--- config.mk ---
export PLATFORM = sky130hd
export DESIGN_NAME = dma_bus_arbiter
export DESIGN_NICKNAME = d
export VERILOG_FILES = /design/src/rtl/dma_arb_pkg.sv /design/src/rtl/dma_arb_prio.sv /design/src/rtl/dma_arb_rotate.sv /design/src/rtl/dma_arb_encode.sv /design/src/rtl/dma_bus_arbiter.sv
export SDC_FILE = /design/constraint.sdc
export NUM_CORES = 1
export LEC_CHECK = 0
export ABC_AREA = 1
export BUFFER_PORTS_ARGS = -buffer_cell sky130_fd_sc_hd__buf_2
export CORE_MARGIN = 5
export CORE_UTILIZATION = 54
export CTS_CLUSTER_SIZE = 24
export DETAILED_ROUTE_END_ITERATION = 8
export GPL_TIMING_DRIVEN = 0
export PLACE_DENSITY_LB_ADDON = 0.12
export SETUP_SLACK_MARGIN = 0.1
export SYNTH_ARGS = -nofsm -noshare
export SYNTH_HDL_FRONTEND = slang
export SYNTH_SLANG_ARGS = --single-unit
--- constraint.sdc ---
create_clock -name clk -period 2.6 [get_ports clk]
set_input_delay 0.26 -clock clk [delete_from_list [all_inputs] [get_ports clk]]
set_output_delay 0.26 -clock clk [all_outputs]
set_load 0.05 [all_outputs]
--- src/rtl/dma_arb_pkg.sv ---
package dma_arb_pkg;

   typedef enum logic {
      POL_FIXED = 1'b0,
      POL_ROTATE = 1'b1
   } arb_policy_e;

   function automatic int idx_width(input int n);
      return (n > 1) ? $clog2(n) : 1;
   endfunction

endpackage

--- src/rtl/dma_arb_prio.sv ---
module dma_arb_prio #(
   parameter int N = 8
) (
   input  logic [N-1:0] req_i,
   output logic [N-1:0] win_o,
   output logic         any_o
);
   logic [N:0] seen;

   assign seen[0] = 1'b0;

   for (genvar i = 0; i < N; i++) begin : g_chain
      assign win_o[i]    = req_i[i] & ~seen[i];
      assign seen[i+1]   = seen[i] | req_i[i];
   end

   assign any_o = seen[N];
endmodule

--- src/rtl/dma_arb_rotate.sv ---
module dma_arb_rotate #(
   parameter int N     = 8,
   parameter int IDX_W = 3
) (
   input  logic [N-1:0]     req_i,
   input  logic [IDX_W-1:0] last_i,
   output logic [N-1:0]     win_o
);
   logic [N-1:0] above;
   logic [N-1:0] hi_win, all_win;
   logic         hi_any, all_any;

   for (genvar i = 0; i < N; i++) begin : g_mask
      localparam logic [IDX_W-1:0] POS = IDX_W'(i);
      assign above[i] = POS > last_i;
   end

   dma_arb_prio #(.N(N)) u_hi (
      .req_i(req_i & above),
      .win_o(hi_win),
      .any_o(hi_any)
   );

   dma_arb_prio #(.N(N)) u_all (
      .req_i(req_i),
      .win_o(all_win),
      .any_o(all_any)
   );

   assign win_o = hi_any ? hi_win : (all_any ? all_win : '0);
endmodule

--- src/rtl/dma_arb_encode.sv ---
module dma_arb_encode #(
   parameter int N     = 8,
   parameter int IDX_W = 3
) (
   input  logic [N-1:0]     onehot_i,
   output logic [IDX_W-1:0] idx_o
);
   always_comb begin
      idx_o = '0;
      for (int i = 0; i < N; i++) begin
         if (onehot_i[i]) idx_o = idx_o | IDX_W'(i);
      end
   end
endmodule

--- src/rtl/dma_bus_arbiter.sv ---
module dma_bus_arbiter
   import dma_arb_pkg::*;
#(
   parameter int N_CH      = 8,
   parameter bit RR_ENABLE = 1'b1
) (
   input  logic            clk,
   input  logic            rst_n,
   input  logic [N_CH-1:0] req_i,
   input  logic [N_CH-1:0] blk_done_i,
   input  logic            rr_mode_i,
   output logic [N_CH-1:0] grant_o,
   output logic            bus_busy_o
);
   localparam int IDX_W = idx_width(N_CH);
   localparam logic [IDX_W-1:0] LAST_INIT = IDX_W'(N_CH - 1);

   if (N_CH < 2) begin : g_bad_n
      $error("dma_bus_arbiter: N_CH must be at least 2");
   end

   logic [N_CH-1:0]  grant_q;
   logic [IDX_W-1:0] last_q;
   logic [N_CH-1:0]  fix_win, rot_win, pick;
   logic [IDX_W-1:0] pick_idx;
   logic             fix_any, holder_done, arb_pt;
   arb_policy_e      policy;

   assign policy = arb_policy_e'(rr_mode_i);

   dma_arb_prio #(.N(N_CH)) u_fixed (
      .req_i(req_i),
      .win_o(fix_win),
      .any_o(fix_any)
   );

   if (RR_ENABLE) begin : g_rotate
      dma_arb_rotate #(.N(N_CH), .IDX_W(IDX_W)) u_rot (
         .req_i (req_i),
         .last_i(last_q),
         .win_o (rot_win)
      );
   end else begin : g_fixed_only
      assign rot_win = fix_win;
   end

   assign pick = (policy == POL_ROTATE) ? rot_win : fix_win;

   dma_arb_encode #(.N(N_CH), .IDX_W(IDX_W)) u_enc (
      .onehot_i(pick),
      .idx_o   (pick_idx)
   );

   assign holder_done = |(grant_q & blk_done_i);
   assign arb_pt      = ~(|grant_q) | holder_done;

   always_ff @(posedge clk or negedge rst_n) begin
      if (!rst_n) begin
         grant_q <= '0;
         last_q  <= LAST_INIT;
      end else if (arb_pt) begin
         grant_q <= pick;
         if (fix_any) last_q <= pick_idx;
      end
   end

   assign grant_o    = grant_q;
   assign bus_busy_o = |grant_q;

   // at most one owner
   assert_onehot_grant_R2: assert property (@(posedge clk) disable iff (!rst_n)
      $onehot0(grant_o));

   // nobody asking means nobody granted
   assert_idle_no_grant_R2: assert property (@(posedge clk) disable iff (!rst_n)
      (arb_pt && req_i == '0) |=> grant_o == '0);

   // held grant is stable until the holder itself reports done
   assert_hold_until_done_R6: assert property (@(posedge clk) disable iff (!rst_n)
      ((|grant_o) && !(|(grant_o & blk_done_i))) |=> $stable(grant_o));

   // a new grant only goes to a channel that was requesting
   assert_grant_to_requester_R3: assert property (@(posedge clk) disable iff (!rst_n)
      (arb_pt && req_i != '0) |=> ((grant_o & $past(req_i)) == grant_o && grant_o != '0));

   // fixed policy picks the lowest set request bit
   assert_fixed_lowest_R4: assert property (@(posedge clk) disable iff (!rst_n)
      (arb_pt && !rr_mode_i && req_i != '0) |=>
         grant_o == ($past(req_i) & (~$past(req_i) + 1'b1)));

endmodule

Yosys cells after proc, flatten, opt, wreduce, memory -nomap -nowiden
Index checks and enable logic that the tools add are counted.
Word-level totals
  flip-flop bits (word level): 11
  output and inout port bits: 9
  memories: 0
  bits of input ports: 19
  bits in latches: 0
  ROM bits: 0
  bits in writable memories: 0
Operators by class
  muxes and demuxes: 10
  equal/unequal tests: 0
  bitwise operators: 46
  reductions and logical operators: 3
  magnitude comparators: 8
  $mul: 0
  divide/modulo/power cells: 0
  shifts and indexed selects: 0
  $add $sub $neg: 0
Operators with widths (number)
  two-way mux 8 bit: 3
  bitwise AND 8 bit: 2
  OR reduction 8 bit: 2
  NOT 1 bit: 15
  bitwise OR 1 bit: 15
  bitwise AND 1 bit: 14
  greater-than comparator 3 bit, first input constant: 4
  two-way mux 3 bit: 4
  greater-than comparator 1 x 3 -> 1 bit, first input constant: 2
  greater-than comparator 2 x 3 -> 1 bit, first input constant: 2
  two-way mux 2 bit: 2
  AND reduction 2 bit: 1
  two-way mux 1 bit: 1

Logic depth before layout (Yosys ltp)
Gate-level depths: netlist (run 1).
  word-level depth: 19
  mapped depth: 13

Cells and area by module
From an unflattened synthesis (run 1), not the netlist that was laid out.
Second synthesis, totals
  cell total of the unflattened synthesis: 200
  area, all modules: 1218.7 um2
Modules (own cells, without submodules)
  dma_bus_arbiter: cells each 78, seq. area each 279.0 um2, area each 636.9 um2, instances 1
  dma_arb_prio: cells each 21, seq. area each 0.0 um2, area each 112.6 um2, instances 3
  dma_arb_rotate: cells each 51, seq. area each 0.0 um2, area each 211.5 um2, instances 1
  dma_arb_encode: cells each 8, seq. area each 0.0 um2, area each 32.5 um2, instances 1

Least setup slack after synthesis (run 1)
No wires, ideal clock.
  kind: reg-to-reg
  start: register grant_q[2], in the netlist grant_o[2]
  end: register last_q[1]
  stages on the path, launching flop included: 11
  buffers on the path: 0
  path slack: 0.404 ns
  arrival time: 2.123 ns
  period minus slack after synthesis: 2.196 ns
  cells stage by stage: dfrtp_1 -> nor2_1 -> nand4_1 -> nand3_1 -> nand2_1 -> inv_1 -> nand2_1 -> nor2_1 -> nand3_1 -> nand2_1 -> inv_1
Between the ends
  cells in the longest elaborated chain, start to end: 4
RTL lines
  from (decl): RTL line dma_bus_arbiter.sv:22  | logic [N_CH-1:0] grant_q;
  from (signal assigned): RTL line dma_bus_arbiter.sv:62  | grant_q <= pick;
  OR reduction 8 bit
  named net bus_busy_o: RTL line dma_bus_arbiter.sv:13  | output logic bus_busy_o
  NOT 1 bit: RTL line dma_bus_arbiter.sv:55  | assign arb_pt = ~(|grant_q) | holder_done;
  bitwise OR 1 bit: RTL line dma_bus_arbiter.sv:55
  AND reduction 2 bit (no line)
  to (signal assigned): RTL line dma_bus_arbiter.sv:63  | if (fix_any) last_q <= pick_idx;
  to (decl): RTL line dma_bus_arbiter.sv:23  | logic [IDX_W-1:0] last_q;
The timed path passes the listed nets, and every way through them passes these cells.
A chain may end at the register's enable or synchronous reset.

Worst setup path after layout (run 1)
  start: register last_q[2]
  end: register last_q[1]
Between the ends
  cells in the longest elaborated chain, start to end: 17
RTL lines
  greater-than comparator 1 x 3 -> 1 bit: RTL line dma_arb_rotate.sv:15  | assign above[i] = POS > last_i;
  bitwise AND 8 bit *: RTL line dma_arb_rotate.sv:19  | .req_i(req_i & above),
  bitwise OR 1 bit (7 in a row): RTL line dma_arb_prio.sv:14  | assign seen[i+1] = seen[i] | req_i[i];
  two-way mux 8 bit *: RTL line dma_arb_rotate.sv:30  | assign win_o = hi_any ? hi_win : (all_any ? all_win : '0);
  two-way mux 8 bit *: RTL line dma_bus_arbiter.sv:47  | assign pick = (policy == POL_ROTATE) ? rot_win : fix_win;
  two-way mux 2 bit (2 in a row): RTL line dma_arb_encode.sv:11  | if (onehot_i[i]) idx_o = idx_o | IDX_W'(i);
  two-way mux 3 bit (3 in a row): RTL line dma_arb_encode.sv:11
  two-way mux 3 bit *: RTL line dma_arb_encode.sv:11
Every way passes the cells marked *; elsewhere a longest branch is shown, timed or not.

==> results.py, run 1 <==
metrics = {
    "pwr": {
        "ir_worst_vdd_v": 0.000873,
        "power.density_nw_per_um2": 1230,
        "p_leak_nw": 0.625,
    },
    "min_path": {
        "hold_start": "req_i[0]",
        "holdCritPathClass": "in2reg",
        "min_to": "grant_o[0]",
        "whs_path_depth": 3,
    },
    "worst_setup_path": {
        "path_common_cell": "nand2_1",
        "cp_max_fo": 5,
        "r2r_start": "last_q[2]",
        "slowest_delay_ns": 0.58,
        "rrSetupSlack_ns": 0.90,
        "crit_path_cell_trace": "nand2_2 > o21ai_2 > inv_1 > nand2_1 > nand2_1 > nand2_1 > nand2_1 > nor2_1 > nand3_1 > nand2_1 > inv_1",
        "cp.required_ns": 2.81,
        "arrival_ns": 1.91,
        "r2r-end": "last_q[1]",
        "end_kind": "flip-flop",
        "critPathSlowestCell": "dfstp_2",
        "start_kind": "flip-flop",
        "worstSetupPathType": "reg2reg",
        "reg2regPathDepth": 11,
    },
    "floorplan": {
        "rows": 14,
        "die_x_um": 50.9,
        "initial_core_util_pct": 58.6,
        "fp.dieArea_um2": 2590,
        "fp.coreArea_um2": 1540,
        "io_pins": 28,
        "die_h_um": 50.9,
    },
    "detailed_routing": {
        "drtIter0Drc": 18,
        "route.detailed.drc": 0,
        "ant_nets": 0,
        "drt_wl_total_um": 2380,
        "wire_per_inst_um": 12.9,
        "viasPerCell": 5.44,
        "drtPass1Iterations": 4,
        "dr_total_vias": 1006,
    },
    "layout": {
        "multi_input_area_um2": 539,
        "area_growth_pct": 21.2,
        "regArea_um2": 279,
        "nets": 189,
        "drive_gt1_share_pct": 30.8,
        "fill_cells": 134,
        "n_antenna_cell": 0,
    },
    "sta": {
        "slew_viol_final": 0,
        "period_share_pct": 65.5,
        "slew_headroom_pct": 75.8,
        "fmax_ghz": 0.587,
        "final_hold_viol_count": 0,
        "tightest_slew_ns": 0.359,
        "rsz0062_at_grt": "false",
        "tns_ns": 0,
        "setup-violations-final": 0,
        "fin_crit_ns": 1.70,
        "finalWorstSetupSlack_ns": 0.897,
        "clock_skew_ns": 0.00315,
    },
    "cts": {
        "clk_pin_slew_worst_paths_ns": 0.07,
        "ctsHtreeMaxLevel": 1,
        "holdBufCountCts": 1,
        "cts.path.max_buffers": 2,
        "cts_setup_buffers": 0,
        "cts_tree": "done",
        "cts_made_buffers": 3,
        "clock-sinks": 11,
        "clk_latency_ns": 0.27,
        "cts_resized": 0,
        "cts-root-buf": "clkbuf_4",
    },
    "synthesis": {
        "synth_seq_cells": 11,
        "syn_nets": 156,
        "synth_top_area_cell": "dfrtp_1",
        "netlist_area_um2": 903,
        "synthCells": 137,
        "synth_flop_cell": "dfrtp_1",
        "ys_warn_count": 0,
        "netlist_top_cells_count": "36 x nand2_1, 17 x inv_1, 17 x nor2_1",
        "synth.distinct_cells": 24,
        "synth-seq-area-share_pct": 30.9,
        "avgSynthCellArea_um2": 6.59,
        "synth_edf_count": 0,
        "yosysMostFrequentCell": "nand2_1",
        "netlist.area_leader.share_pct": 22.2,
        "synthTopCellsByArea": "dfrtp_1 22%, nand2_1 15%, dfstp_2 8.7%",
        "synth-async-reset-ratio_pct": 100,
    },
    "placement": {
        "port-buffer-count": 27,
        "hpwl_um": 1970,
        "place_ws_ns": 0.930,
        "place.gp.congestion": 0.857,
    },
    "global_routing": {
        "grt_pass1_vias": 932,
        "grt_antenna_before_repair": 0,
        "grt_start_max_net_pins": 12,
        "grtUsageTotal_pct": 19.7,
        "overflow": 0,
        "grt_pass1_wl_um": 3980,
    },
    "run_status": {
        "status": "completed",
    },
    "job": {
        "cap_violations": 0,
    },
}
[layer usage]
| metal | track usage (%) | wire (µm) | share of wire, % |
|---|---|---|---|
| met5 | 0 | 0 | 0 |
| met4 | 5.11 | 29 | 1.2 |
| met3 | 6.98 | 166 | 7.0 |
| met2 | 32.6 | 1150 | 48 |
| met1 | 24.1 | 1030 | 43 |
[final cells by class]
| type | instances | share of cell area (%) |
|---|---|---|
| multi-input cells | 104 | 49.3 |
| flip-flops and latches | 11 | 25.5 |
| repair buffers | 28 | 13.3 |
| inverters | 20 | 6.86 |
| clock buffers | 4 | 2.40 |
| well taps | 16 | 1.83 |
| plain buffers | 2 | 0.914 |
[metrics by stage]
stage | instances | hold WS [ns] | instance area [µm²] | util [%] | power [mW]
floorplan | 137 | -0.0356 | 903 | - | 1.03
global placement | 180 | 0.134 | 1060 | 68.7 | 1.20
detailed placement | 180 | 0.137 | 1060 | 68.7 | 1.23
CTS | 185 | 0.325 | 1090 | 71.0 | 1.35
global route | 185 | 0.346 | 1090 | 71.0 | 1.46
finish | 185 | 0.326 | 1090 | 71.0 | 1.35
[critical path, delay by kind of cell (launching register included)]
family	cells	cell delay, ns
flops	1	0.58
buf+inv	2	0.10
compound gates	1	0.23
simple gates	8	0.71
[sequential cells by signal (all words and copies together), names as in the netlist]
signal   count
grant_o      8
last_q       3
[logic make-up (layout without fill, tap and decap cells)]
family / count (synthesis) / in the layout / share of synthesized area (%)
AO/OA/AOI/OAI: 19 / 19 / 12.6
AND/OR/NAND/NOR: 85 / 85 / 47.1
buffers and inverters: 22 / 54 / 9.42
flip-flops: 11 / 11 / 30.9
[cells in the final DEF (no fill, tap or decap), drive strengths merged, types with 4 or more instances in the layout]
| cell | synthesis | final |
|---|---|---|
| nand2 | 41 | 41 |
| buf | 2 | 29 |
| inv | 20 | 20 |
| nor2 | 19 | 19 |
| nand3 | 14 | 14 |
| o21ai | 11 | 11 |
| dfrtp | 8 | 8 |
| nand4 | 6 | 6 |
| clkbuf | 0 | 4 |
[where the power goes]
part	leakage, nW	switching [mW]	internal (mW)
combinational	0.475	0.628	0.256
sequential	0.135	0.0819	0.268
clock	0.0150	0.0549	0.0594
[worst max-delay path by stage]
stage,cells past startpoint,start,slack (ns),endpoint
after floorplan,10,grant_o[2],0.40,last_q[1]
after global placement,11,last_q[2],0.95,last_q[0]
after detailed placement,11,last_q[2],0.93,last_q[1]
after CTS,10,last_q[2],0.93,last_q[2]
after global routing,11,last_q[2],0.73,last_q[1]
final,11,last_q[2],0.90,last_q[1]
No activity file was read; power rests on OpenSTA's default activity.
==> run 2, diff against run 1 <==
- ABC_AREA: 1 -> 0
- CORE_ASPECT_RATIO: unset -> 0.75
- CORE_UTILIZATION: 54 -> 44
- clock period: 2.6 -> 1.37 ns (I/O delays scaled with it)
==> run 2 against run 1 <==
Net effect: critical path type unchanged; the run now ends with negative setup slack left; die area rose by 15%; first-iteration DRC count up 5.6%; non-clock buffer count rose by 15; clock power grew 98%; synthesized cell count fell by 31%; routed wire length grew 14%; hold slack lost 0.17 ns; global-route usage is 0.44 points lower; maximum frequency is 15% lower; flip-flop and latch count unchanged; final area up 24%; utilization is 1.1 points lower.
==> results.py, run 2 <==
metrics = {
    "worst_setup_path": {
        "cp-endpoint": "grant_o[2]",
        "cp_max_fo": 6,
        "cp.required_ns": 1.53,
        "reg2regPathDepth": 7,
        "critPathBufInv": 1,
        "crit_path_cell_trace": "buf_6 > o21ba_4 > o21ba_4 > o31a_4 > o2111ai_2 > o21ai_2 > mux2_4",
        "crit_family": "compound AO/OA/AOI/OAI gates",
        "r2r-end": "grant_o[2]",
        "r2r_start": "last_q[1]",
        "end_kind": "flip-flop",
        "critPathSlowestCell": "dfstp_2",
        "rrSetupSlack_ns": -0.64,
        "start_kind": "flip-flop",
        "slowest_delay_ns": 0.54,
        "path_common_cell": "o21ba_4",
        "crit_start": "last_q[1]",
        "arrival_ns": 2.17,
        "worstSetupPathType": "reg2reg",
        "cp.depth": 7,
    },
    "synthesis": {
        "ys_warn_count": 0,
        "synth_seq_cells": 11,
        "synth.distinct_cells": 38,
        "netlist_top_cells_count": "13 x nand2_1, 8 x dfrtp_1, 7 x nor2_1",
        "synth_flop_cell": "dfrtp_1",
        "netlist_area_um2": 871,
        "synth_edf_count": 0,
        "synthCells": 95,
        "synth-async-reset-ratio_pct": 100,
        "yosysMostFrequentCell": "nand2_1",
        "synth-seq-area-share_pct": 32.0,
        "synthTopCellsByArea": "dfrtp_1 23%, dfstp_2 9.1%, mux2_2 6.5%",
        "netlist.area_leader.share_pct": 23.0,
        "synth_top_area_cell": "dfrtp_1",
        "syn_nets": 114,
        "avgSynthCellArea_um2": 9.17,
    },
    "detailed_routing": {
        "routed-wl-met3_um": 122,
        "wire_per_inst_um": 16.6,
        "dr_total_vias": 938,
        "route.detailed.drc": 0,
        "wl_met2_um": 1380,
        "drtPass1Iterations": 4,
        "viasPerCell": 5.75,
        "drt-met1-wl_um": 1190,
        "ant_nets": 0,
        "dr.max_layer_used": "met4",
        "drtIter0Drc": 19,
        "drt_wl_total_um": 2710,
    },
    "global_routing": {
        "grt_antenna_before_repair": 0,
        "overflow": 0,
        "grt_pass1_vias": 926,
        "grt_pass1_wl_um": 4340,
        "grt_start_max_net_pins": 12,
        "grtUsageTotal_pct": 19.2,
    },
    "sta": {
        "clock_skew_ns": 0.00131,
        "fin_crit_ns": 2.01,
        "hold_ws_ns": 0.155,
        "setup-violations-final": 12,
        "tightest_slew_ns": 0.423,
        "fmax_ghz": 0.498,
        "period_share_pct": 147,
        "slew_headroom_pct": 71.5,
        "slew_viol_final": 0,
        "rsz0062_at_grt": "true",
        "finalWorstSetupSlack_ns": -0.639,
        "final_hold_viol_count": 0,
    },
    "min_path": {
        "holdCritPathClass": "in2reg",
    },
    "cts": {
        "ctsHtreeMaxLevel": 1,
        "cts_tree": "done",
        "clk_latency_ns": 0.28,
        "cts_made_buffers": 3,
        "cts-root-buf": "clkbuf_4",
        "clock-sinks": 11,
        "cts.path.max_buffers": 2,
        "clk_pin_slew_worst_paths_ns": 0.07,
    },
    "pwr": {
        "switching_share_pct": 46.8,
        "p_int_mw": 1.78,
        "p_leak_nw": 0.591,
        "p_clk_share_pct": 6.8,
        "combinationalPowerShare_pct": 73.2,
        "p_seq_share_pct": 20.0,
        "power.density_nw_per_um2": 2450,
        "ir_worst_vdd_v": 0.00197,
        "switchingPower_mw": 1.56,
        "p_total_mw": 3.33,
    },
    "layout": {
        "area_growth_pct": 56.2,
        "drive_gt1_share_pct": 61.9,
        "final_common_cell": "buf_2",
        "largest_reg_flops": 8,
        "n_antenna_cell": 0,
        "stdcell_count": 163,
        "nets": 159,
        "layout_common_cells": "26 x buf_2, 12 x nand2_1, 8 x buf_6, 8 x dfrtp_2, 8 x buf_4",
        "finalCoreUtilization_pct": 69.9,
        "fin_area_um2": 1360,
        "fill_cells": 150,
    },
    "run_status": {
        "status": "finished with violations",
        "violations": "negative setup slack",
    },
    "placement": {
        "dp_cells": 145,
        "hpwl_um": 1760,
        "detailed_place.area_um2": 1080,
        "place.gp.congestion": 0.768,
        "port-buffer-count": 26,
    },
    "job": {
        "cap_violations": 0,
    },
    "floorplan": {
        "rows": 14,
        "initial_core_util_pct": 44.8,
        "io_pins": 28,
        "fp.dieArea_um2": 2980,
        "die_h_um": 48.5,
        "fp.coreArea_um2": 1940,
        "die_x_um": 61.4,
    },
}
## run 2: what timing repair did
action	4_1_cts	5_1_grt
hold buffers	1	0
setup endpoints to repair	12	12
hold endpoints to repair	11	0
cloned	1	0
pin swaps	10	9
resized for setup	20	9
buffers inserted	8	5
## run 2: power by group through the flow
stage	logic [mW]	clock network, mW	registers (mW)
3_3_place_gp	1.83	0	0.614
5_1_grt	2.59	0.247	0.690
3_5_place_dp	1.86	0	0.616
4_1_cts	2.25	0.223	0.648
6_report	2.44	0.226	0.668
2_1_floorplan	1.27	0	0.844
## run 2: stage by stage
stage	setup TNS, ns	worst slack [ns]
floorplan	-4.84	-0.561
global placement	-5.53	-0.711
detailed placement	-5.56	-0.715
CTS	-5.72	-0.658
global route	-6.21	-0.681
finish	-5.55	-0.639
## run 2: logic make-up (layout without fill, tap and decap cells)
| group | after synthesis | after routing | share of synthesized area [%] |
|---|---|---|---|
| buffers and inverters | 7 | 51 | 6.47 |
| DFF | 11 | 11 | 32.0 |
| and+or+nand+nor | 46 | 46 | 29.0 |
| AOI/OAI and AO/OA | 26 | 26 | 26.0 |
| muxes | 5 | 5 | 6.47 |
## run 2: metal layers
layer	GRT usage, %	up-vias
met5	0	-
met4	3.18	0
met3	5.32	2
met2	31.5	21
met1	25.4	462
li1	-	453
## run 2: how the worst min path moves through the flow
stage | from | end | slack, ns | depth (start not counted)
after floorplan | rst_n | grant_o[0] | -0.16 | 0
after global placement | rst_n | grant_o[2] | 0.009 | 1
after detailed placement | rst_n | grant_o[2] | 0.02 | 1
after CTS | req_i[0] | grant_o[0] | 0.16 | 3
after global routing | req_i[0] | grant_o[0] | 0.15 | 3
final | req_i[0] | grant_o[0] | 0.15 | 3
## run 2: tightest hold or removal path, cell delays in order
cell and delay (ns):
buf_2 0.13, nand2b_1 0.08, o21ai_1 0.05
## run 2: cell type report
| class | instances | area [µm²] | area share (%) |
|---|---|---|---|
| Multi-Input combinational cell | 77 | 688 | 50.6 |
| Sequential cell | 11 | 289 | 21.3 |
| Timing Repair Buffer | 41 | 272 | 20.0 |
| Buffer | 4 | 47.5 | 3.50 |
| Tap cell | 24 | 30.0 | 2.21 |
| Clock buffer | 4 | 26.3 | 1.93 |
| Inverter | 2 | 7.51 | 0.552 |
